`src/rtl/dsu_pkg.sv`:
```
package dsu_pkg;

    typedef enum logic [1:0] {
        ST_IDLE    = 2'd0,
        ST_PUSH_WR = 2'd1,
        ST_POP_RD  = 2'd2,
        ST_RESP    = 2'd3
    } dsu_state_t;

    localparam logic OP_PUSH = 1'b0;
    localparam logic OP_POP  = 1'b1;

    localparam logic BANK_USER = 1'b0;
    localparam logic BANK_SYS  = 1'b1;

endpackage

```
`src/rtl/dsu_ptr_bank.sv`:
```
module dsu_ptr_bank #(
    parameter int ADDR_W    = 11,
    parameter int USER_BASE = 999,
    parameter int SYS_BASE  = 1999
) (
    input  logic              clk,
    input  logic              rst_n,
    input  logic              sel,
    input  logic              dec_en,
    input  logic              inc_en,
    output logic [ADDR_W-1:0] sp,
    output logic              empty
);
    localparam int NBANK = 2;
    localparam logic [ADDR_W-1:0] STEP = ADDR_W'(1);

    logic [ADDR_W-1:0] sp_r   [NBANK];
    logic [ADDR_W-1:0] base_w [NBANK];

    for (genvar b = 0; b < NBANK; b++) begin : g_bank
        localparam logic [ADDR_W-1:0] BASE =
            (b == 0) ? ADDR_W'(USER_BASE) : ADDR_W'(SYS_BASE);

        assign base_w[b] = BASE;

        always_ff @(posedge clk or negedge rst_n) begin
            if (!rst_n) begin
                sp_r[b] <= BASE;
            end else if (sel == 1'(b)) begin
                if (dec_en) begin
                    sp_r[b] <= sp_r[b] - STEP;
                end else if (inc_en) begin
                    sp_r[b] <= sp_r[b] + STEP;
                end
            end
        end
    end

    assign sp    = sp_r[sel];
    assign empty = (sp_r[sel] == base_w[sel]);

endmodule

```
`src/rtl/dsu_ctrl.sv`:
```
module dsu_ctrl
    import dsu_pkg::*;
#(
    parameter int DATA_W = 32,
    parameter int ADDR_W = 11
) (
    input  logic              clk,
    input  logic              rst_n,
    input  logic              mode_sys,
    input  logic              cmd_valid,
    output logic              cmd_ready,
    input  logic              cmd_op,
    input  logic [DATA_W-1:0] cmd_data,
    input  logic [ADDR_W-1:0] sp,
    input  logic              empty,
    output logic              bank_sel,
    output logic              dec_en,
    output logic              inc_en,
    output logic              mem_req,
    output logic              mem_we,
    output logic [ADDR_W-1:0] mem_addr,
    output logic [DATA_W-1:0] mem_wdata,
    input  logic              mem_ack,
    input  logic [DATA_W-1:0] mem_rdata,
    output logic              rsp_valid,
    output logic [DATA_W-1:0] rsp_data,
    output logic              rsp_underflow
);
    localparam logic [ADDR_W-1:0] STEP = ADDR_W'(1);

    dsu_state_t        state, nxt;
    logic              fire;
    logic              cap_bank;
    logic              cap_pop;
    logic              cap_uf;
    logic [ADDR_W-1:0] cap_addr;
    logic [DATA_W-1:0] cap_wdata;
    logic [DATA_W-1:0] rd_q;

    assign fire = cmd_valid && (state == ST_IDLE);

    // state register
    always_ff @(posedge clk or negedge rst_n) begin
        if (!rst_n) begin
            state <= ST_IDLE;
        end else begin
            state <= nxt;
        end
    end

    // command capture and read data
    always_ff @(posedge clk or negedge rst_n) begin
        if (!rst_n) begin
            cap_bank  <= BANK_USER;
            cap_pop   <= 1'b0;
            cap_uf    <= 1'b0;
            cap_addr  <= '0;
            cap_wdata <= '0;
            rd_q      <= '0;
        end else begin
            if (fire) begin
                cap_bank  <= mode_sys;
                cap_pop   <= (cmd_op == OP_POP);
                cap_uf    <= (cmd_op == OP_POP) && empty;
                cap_addr  <= (cmd_op == OP_PUSH) ? (sp - STEP) : sp;
                cap_wdata <= cmd_data;
                rd_q      <= '0;
            end else if (state == ST_POP_RD && mem_ack) begin
                rd_q <= mem_rdata;
            end
        end
    end

    // next state and outputs
    always_comb begin
        nxt           = state;
        cmd_ready     = 1'b0;
        bank_sel      = cap_bank;
        dec_en        = 1'b0;
        inc_en        = 1'b0;
        mem_req       = 1'b0;
        mem_we        = 1'b0;
        mem_addr      = cap_addr;
        mem_wdata     = cap_wdata;
        rsp_valid     = 1'b0;
        rsp_data      = '0;
        rsp_underflow = 1'b0;
        unique case (state)
            ST_IDLE: begin
                cmd_ready = 1'b1;
                bank_sel  = mode_sys;
                if (cmd_valid) begin
                    if (cmd_op == OP_PUSH) begin
                        dec_en = 1'b1;
                        nxt    = ST_PUSH_WR;
                    end else if (empty) begin
                        nxt = ST_RESP;
                    end else begin
                        nxt = ST_POP_RD;
                    end
                end
            end
            ST_PUSH_WR: begin
                mem_req = 1'b1;
                mem_we  = 1'b1;
                if (mem_ack) begin
                    nxt = ST_RESP;
                end
            end
            ST_POP_RD: begin
                mem_req = 1'b1;
                if (mem_ack) begin
                    inc_en = 1'b1;
                    nxt    = ST_RESP;
                end
            end
            ST_RESP: begin
                rsp_valid     = 1'b1;
                rsp_underflow = cap_uf;
                rsp_data      = (cap_pop && !cap_uf) ? rd_q : '0;
                nxt           = ST_IDLE;
            end
        endcase
    end

endmodule

```
`src/rtl/dual_stack_unit.sv`:
```
module dual_stack_unit #(
    parameter int DATA_W    = 32,
    parameter int ADDR_W    = 11,
    parameter int USER_BASE = 999,
    parameter int SYS_BASE  = 1999
) (
    input  logic              clk,
    input  logic              rst_n,
    input  logic              mode_sys,
    input  logic              cmd_valid,
    output logic              cmd_ready,
    input  logic              cmd_op,
    input  logic [DATA_W-1:0] cmd_data,
    output logic              rsp_valid,
    output logic [DATA_W-1:0] rsp_data,
    output logic              rsp_underflow,
    output logic              mem_req,
    output logic              mem_we,
    output logic [ADDR_W-1:0] mem_addr,
    output logic [DATA_W-1:0] mem_wdata,
    input  logic              mem_ack,
    input  logic [DATA_W-1:0] mem_rdata
);
    logic [ADDR_W-1:0] sp;
    logic              empty;
    logic              bank_sel;
    logic              dec_en;
    logic              inc_en;

    dsu_ptr_bank #(
        .ADDR_W   (ADDR_W),
        .USER_BASE(USER_BASE),
        .SYS_BASE (SYS_BASE)
    ) ptr_i (
        .clk   (clk),
        .rst_n (rst_n),
        .sel   (bank_sel),
        .dec_en(dec_en),
        .inc_en(inc_en),
        .sp    (sp),
        .empty (empty)
    );

    dsu_ctrl #(
        .DATA_W(DATA_W),
        .ADDR_W(ADDR_W)
    ) ctrl_i (
        .clk          (clk),
        .rst_n        (rst_n),
        .mode_sys     (mode_sys),
        .cmd_valid    (cmd_valid),
        .cmd_ready    (cmd_ready),
        .cmd_op       (cmd_op),
        .cmd_data     (cmd_data),
        .sp           (sp),
        .empty        (empty),
        .bank_sel     (bank_sel),
        .dec_en       (dec_en),
        .inc_en       (inc_en),
        .mem_req      (mem_req),
        .mem_we       (mem_we),
        .mem_addr     (mem_addr),
        .mem_wdata    (mem_wdata),
        .mem_ack      (mem_ack),
        .mem_rdata    (mem_rdata),
        .rsp_valid    (rsp_valid),
        .rsp_data     (rsp_data),
        .rsp_underflow(rsp_underflow)
    );

endmodule

```
`config.mk`:
```
export PLATFORM = sky130hd
export DESIGN_NAME = dual_stack_unit
export DESIGN_NICKNAME = d
export VERILOG_FILES = /design/src/rtl/dsu_pkg.sv /design/src/rtl/dsu_ptr_bank.sv /design/src/rtl/dsu_ctrl.sv /design/src/rtl/dual_stack_unit.sv
export SDC_FILE = /design/constraint.sdc
export NUM_CORES = 1
export LEC_CHECK = 0
export BUFFER_PORTS_ARGS = -buffer_cell sky130_fd_sc_hd__buf_2
export CAP_MARGIN = 0
export CORE_MARGIN = 3
export CORE_UTILIZATION = 36
export CTS_BUF_LIST = sky130_fd_sc_hd__clkbuf_16
export DETAILED_ROUTE_END_ITERATION = 10
export PLACE_DENSITY = 0.7
export SETUP_SLACK_MARGIN = 0.2
export SYNTH_ARGS = -nofsm -noshare
export SYNTH_HDL_FRONTEND = slang
export SYNTH_SLANG_ARGS = --single-unit
```
`constraint.sdc`:
```
create_clock -name clk -period 3.1 [get_ports clk]
set_input_delay 0.31 -clock clk [delete_from_list [all_inputs] [get_ports clk]]
set_output_delay 0.31 -clock clk [all_outputs]
set_load 0.05 [all_outputs]
```
# ---- Word-level counts from Yosys, hierarchy flattened
# Cells that the tools add are included.
dict set report op_classes {
  n_bitwise 2
  n_eq_ne 6
  add_sub_neg 5
  n_lt_le_gt_ge 1
  n_reduce_logical 12
  mux 31
}
# op n
set op_table {}
lappend op_table {{2-to-1 mux 32 bit} 4}
lappend op_table {{2-to-1 mux 11 bit} 11}
lappend op_table {{subtractor 11 x 1 -> 11 bit, second input constant} 3}
lappend op_table {{adder 11 x 1 -> 11 bit, second input constant} 2}
lappend op_table {{2-to-1 mux 1 bit} 12}
lappend op_table {{equality test 11 bit} 1}
lappend op_table {{2-to-1 mux 2 bit} 3}
lappend op_table {{one-hot mux 2 bit (3 select lines)} 1}
lappend op_table {{AND reduction 2 bit} 3}
lappend op_table {{equality test 2 bit, second input constant} 2}
lappend op_table {{logical AND 1 bit} 4}
lappend op_table {{nonzero test 2 bit} 2}
lappend op_table {{equality test 2 x 1 -> 1 bit, second input constant} 1}
lappend op_table {{greater-or-equal comparator 2 bit, second input constant} 1}
lappend op_table {{zero test 2 bit} 1}
lappend op_table {{inequality test 2 x 1 -> 1 bit, second input constant} 1}
lappend op_table {{inequality test 2 bit, second input constant} 1}
lappend op_table {{NOT 1 -> 2 bit} 1}
lappend op_table {{OR reduction 2 bit} 1}
lappend op_table {{zero test 1 bit} 1}
lappend op_table {{NOT 1 bit} 1}
dict set report totals {
  output_inout_bits 80
  inputBits 70
  ff_bits 102
  word_cells 66
}

# ---- Depth between registers and ports, before layout
dict set report depth {
  depth_word 11
  depth_mapped 12
  mapped_depth_nobuf 10
}

# ---- Hierarchy
# From an unflattened synthesis, not the netlist that was laid out.
dict set report unflattened {
  cells_unflattened 631
  hier_area_um2 5594.1
}
# module n_inst area_per_inst_um2 cells_per_inst seq_area_each_um2
set modules_own_cells {}
lappend modules_own_cells {dsu_ctrl 1 3664.8 415 2001.9}
lappend modules_own_cells {dsu_ptr_bank 1 1929.4 216 571.8}

# ---- Worst setup path after synthesis
# No wires, ideal clock.
dict set report synth_path {
  path_kind {reg-to-reg}
  start {reg ctrl_i.state[1]}
  end {reg ptr_i.sp_r[21] (netlist bit)}
  n_path_buf 2
  setup_ps 79
  path_stages_with_launch 13
  required_time_ps 3021
  period_less_slack_ps 2940
  slack_ps 160
  arrival_ps 2861
  cell_sequence {dfrtp_1 > inv_1 > ha_1 > buf_6 > nand3b_2 > clkbuf_1 > xnor2_1 > ha_1 > nor3_1 > nand4b_1 > a21o_1 > a211oi_1 > xor2_1}
}
dict set report synth_via {
  elab_chain_cells 4
  elab_cells_between_ends 9
  classes_between {eq/ne (1); mux (4); bitwise (1); reduce/logical (3)}
}
# element line
set synth_lines {}
lappend synth_lines {{start: declaration} dsu_ctrl.sv:31} ;# dsu_state_t state, nxt;
lappend synth_lines {{start signal: assignment} dsu_ctrl.sv:47} ;# state <= nxt;
lappend synth_lines {{equality test 2 bit / zero test 2 bit (equally long branches)} dsu_ctrl.sv:88} ;# unique case (state)
lappend synth_lines {{2-to-1 mux 1 bit} dsu_ctrl.sv:88}
lappend synth_lines {{nonzero test 2 bit (no source line) / NOT 1 bit (equally long branches)} --}
lappend synth_lines {{AND reduction 2 bit (no source line)} --}
lappend synth_lines {{end signal: indexed assignment} dsu_ptr_bank.sv:31} ;# sp_r[b] <= sp_r[b] - STEP;
lappend synth_lines {{end signal: indexed assignment} dsu_ptr_bank.sv:33} ;# sp_r[b] <= sp_r[b] + STEP;
lappend synth_lines {{end: declaration} dsu_ptr_bank.sv:17} ;# logic [ADDR_W-1:0] sp_r [NBANK];
# Several ways; a longest one is shown, not always the timed one.
# A chain may end at the register's enable or synchronous reset.

# ---- Worst setup path in the final report
dict set report layout_path {
  start {reg ctrl_i.state[0]}
  end {reg ptr_i.sp_r[21] (netlist bit)}
}
# Same word-level chain as after synthesis.

==> results by group <==
Cells and area
  • Register area: between 2000 and 3000 sq um
  • Antenna Cells: 0
  • Multi-input gate area: ~2500 sq um
  • Commonest non-fill, non-tap cells in the layout: nand2_1 (207), buf_2 (148), dfrtp_1 (85)
  • Share of cells above drive strength 1: 0.2846
  • Layout overhead on the synthesized area: 22.60%
  • # fillers: 1382
  • Final instance area: 6407 sq um
  • Commonest non-fill, non-tap cell in the layout: nand2_1
  • Fin nets: between 800 and 900

GRT
  • Tot GR Track Use: 0.1597
  • Vias in the first global route: 4298
  • M1 GR Usage: 0.2377
  • GR Layer Usage met3: 0.03705
  • Overflow after GRT: 0
  • Top Usage Layer GRT: met2
  • Pin count of the biggest net entering global routing: 83
  • Met2 usage: 0.2385
  • First-pass GRT wire length: approximately 21000 microns
  • Initial antenna violation count: 0

STA
  • RSZ-0062 raised after global routing: no
  • Final Setup Violations: 0
  • Worst Tran Pin Value: 996.3 ps
  • Fmax: 0.3885 GHz
  • Slew HR: 0.3358
  • Final hold slack: 143.5 ps
  • Period Utilization, post-route: 0.8303
  • Clk_skew: 11.77 ps
  • Final hold violation count: 0
  • Setup TNS: 0 ps
  • Slew Viols, Final: 0
  • Clock period minus worst slack: 2574 ps

Setup path
  • Worst-path cell chain: inv_1 -> ha_2 -> nand3b_4 -> xnor2_1 -> ha_1 -> nor3_2 -> nand4b_1 -> a21o_1 -> a211oi_1 -> xor2_1
  • Worst setup path class: reg -> reg
  • Worst r2r dst: ptr_i.sp_r[21]
  • Critical path launch point type: flop
  • Reg-to-reg startpoint: ctrl_i.state[0]
  • CP endpoint kind: flop
  • WP data arrival: 2830 ps
  • Worst reg-to-reg path cell count: 10
  • CP max stage cell: dfrtp_1
  • CP peak stage delay: 420 ps
  • CP Data Required Time: 3350 ps
  • Critical Path Fanout Max: 10
  • R2R setup slack: approximately 530 ps

Logic synthesis
  • Cells after Synth: 603
  • Syn Nets: 682
  • Post-synth top area share: 0.4070
  • Top cells by area, synth: dfrtp_1 (41%), nand2_1 (15%), dfstp_2 (8.5%)
  • Ys Warns: 0
  • Mean area per synthesized cell: 8.667 sq um
  • Yosys top cell by area: dfrtp_1
  • Synth Flop Type: dfrtp_1
  • Yosys cell types: 54
  • Post-synth ARST share: 1.000
  • Mapped Area: between 5000 and 6000 sq um
  • Yosys reg bits: 102
  • EDFF count, synth: 0
  • Sequential-to-total area share from yosys stat: 0.4925

Placed design
  • PortBufs: 149
  • DP Area: 6103 sq um
  • Post-detail-place hpwl: 9084 microns
  • Final GP Congestion: ~0.86

Power
  • Peak supply drop: 0.4690 mV
  • Sw Ratio: 0.4995
  • Sequential power share: 0.348
  • Switching power: 3648 uW
  • Clock power share: 0.147
  • Int Pwr: 3655 uW
  • Share of power burned in combinational logic: 0.505
  • Leakage power: 0.003254 uW
  • PD cells: 1140 nW/um^2

Floorplanning
  • Die Y: approximately 130 microns
  • Core Area: 14040 sq um
  • Area of the die: 16000 sq um
  • Chip width: between 100 and 150 microns
  • Core Rows: 43
  • IO Pins: 150
  • Initial core utilization: 0.3722

Status
  • Status: finished, final reports clean

Clock tree
  • Worst skew pair latency: approximately 340 ps
  • Clock-pin transition on the worst setup and hold timing paths: 80 ps
  • Clk sinks: between 100 and 150
  • CTS tree: yes
  • Clock tree buffer depth: 2
  • # H-tree levels: 3
  • Clk root buf: clkbuf_16
  • Setup bufs post-CTS: 0
  • CTS Buf Count: 9

Detailed routing
  • Post-route antenna net violation count: 0
  • Initial DRC count: between 400 and 500
  • Vias: 4542
  • DR DRC count: 0
  • Average wire per standard cell: 13.81 microns
  • Via-to-Cell Ratio: 4.948
  • Total wire length: ~13000 microns
  • Initial DRT Pass Iterations: 4

Hold path
  • HP Class: in -> async

Flow run
  • Max_cap viols: 0
-- flip-flops by register name, summed over array words and instances (netlist names) --
register,count
ctrl_i.mem_wdata,32
ctrl_i.rd_q,32
ctrl_i.cap_bank,1
ctrl_i.state,2
ctrl_i.cap_pop,1
ctrl_i.mem_addr,11
ptr_i.sp_r,22
ctrl_i.cap_uf,1
-- worst max path at each step --
stage	slack, ps	start	endpoint
2_1_floorplan	320	ctrl_i.state[1]	ptr_i.sp_r[21]
3_3_place_gp	540	ctrl_i.state[1]	ptr_i.sp_r[10]
4_1_cts	370	ctrl_i.state[1]	ptr_i.sp_r[21]
6_report	530	ctrl_i.state[0]	ptr_i.sp_r[21]
5_1_grt	290	ctrl_i.state[1]	ptr_i.sp_r[10]
3_5_place_dp	400	ctrl_i.state[1]	ptr_i.sp_r[21]
-- power groups by stage --
| stage | Clock (uW) | Sequential (uW) | Combinational, uW |
|---|---|---|---|
| floorplan | 0 | 3200 | 2150 |
| detailed placement | 0 | 2550 | 3690 |
| CTS | 1110 | 2530 | 3700 |
| global route | 1170 | 2640 | 4020 |
| finish | 1080 | 2540 | 3690 |
| global placement | 0 | 2530 | 3640 |
-- metal layers --
| layer | routed length (microns) | vias to the layer above |
|---|---|---|
| met2 | 5633 | 151 |
| met3 | 971 | 14 |
| li1 | - | 2254 |
| met4 | 154 | 0 |
| met5 | 0 | - |
| met1 | 5923 | 2123 |
-- per-stage QoR --
stage / power (uW) / util / setup slack (ps) / instances
finish: 7304 / 0.4563 / 526.0 / 918
global route: 7831 / 0.4563 / 287.7 / 918
CTS: 7338 / 0.4550 / 366.4 / 918
detailed placement: 6231 / 0.4346 / 395.2 / 902
global placement: 6171 / 0.4346 / 539.5 / 902
floorplan: 5355 / - / 315.7 / 603
-- layout make-up --
class	count	share of cell area
flip-flops and latches	102	0.4017
clock buffers	9	0.03515
inverters	6	0.003515
repair buffers	161	0.1308
well taps	180	0.03515
clock inverters	7	0.009568
multi-input cells	453	0.3841
-- logic make-up (layout without fill, tap and decap cells) --
logic type	Yosys count	in the layout	share of synthesized area
DFF	102	102	0.4925
adders and majority gates	9	9	0.02155
AOI/OAI and AO/OA	87	87	0.09648
xor gates and xnor gates	29	29	0.04860
and+or+nand+nor	317	317	0.2770
muxes	11	11	0.02322
buffers and inverters	48	183	0.04070
-- cells in the mapped netlist (2+ instances only) --
master and n:
mux2i_1 7, xnor2_1 13, a31oi_1 5, dfrtp_1 85
inv_1 5, clkbuf_1 29, nor3_1 7, o21ai_0 14
nand2_1 207, xor2_1 16, nand3_1 7, o22ai_1 2
mux2_2 2, nand4b_1 2, buf_1 4, nand4_1 5
ha_1 9, and2_1 38, and4_1 3, and3_1 6
dfstp_2 17, nor4_1 6, a21oi_1 50, nand2b_1 3
o21ai_1 2, a211oi_1 2, buf_6 3, buf_2 5
nor2_1 22, a41oi_1 2, or3_1 2
-- repair_timing --
item                                    CTS  global route
endpoints found under the setup margin    0             2
gates resized for setup                   0             4
hold buffers                              0             0
-- worst max-delay path, delay by kind of cell (launching register included) --
family                     cells  cell delay, ps
AOI/OAI and AO/OA              2             460
buffers and inverters          1             110
and+or+nand+nor                3             510
xor gates and xnor gates       2             370
DFF                            1             420
adders and majority gates      2             610
No activity file was read; power rests on OpenSTA's default activity.
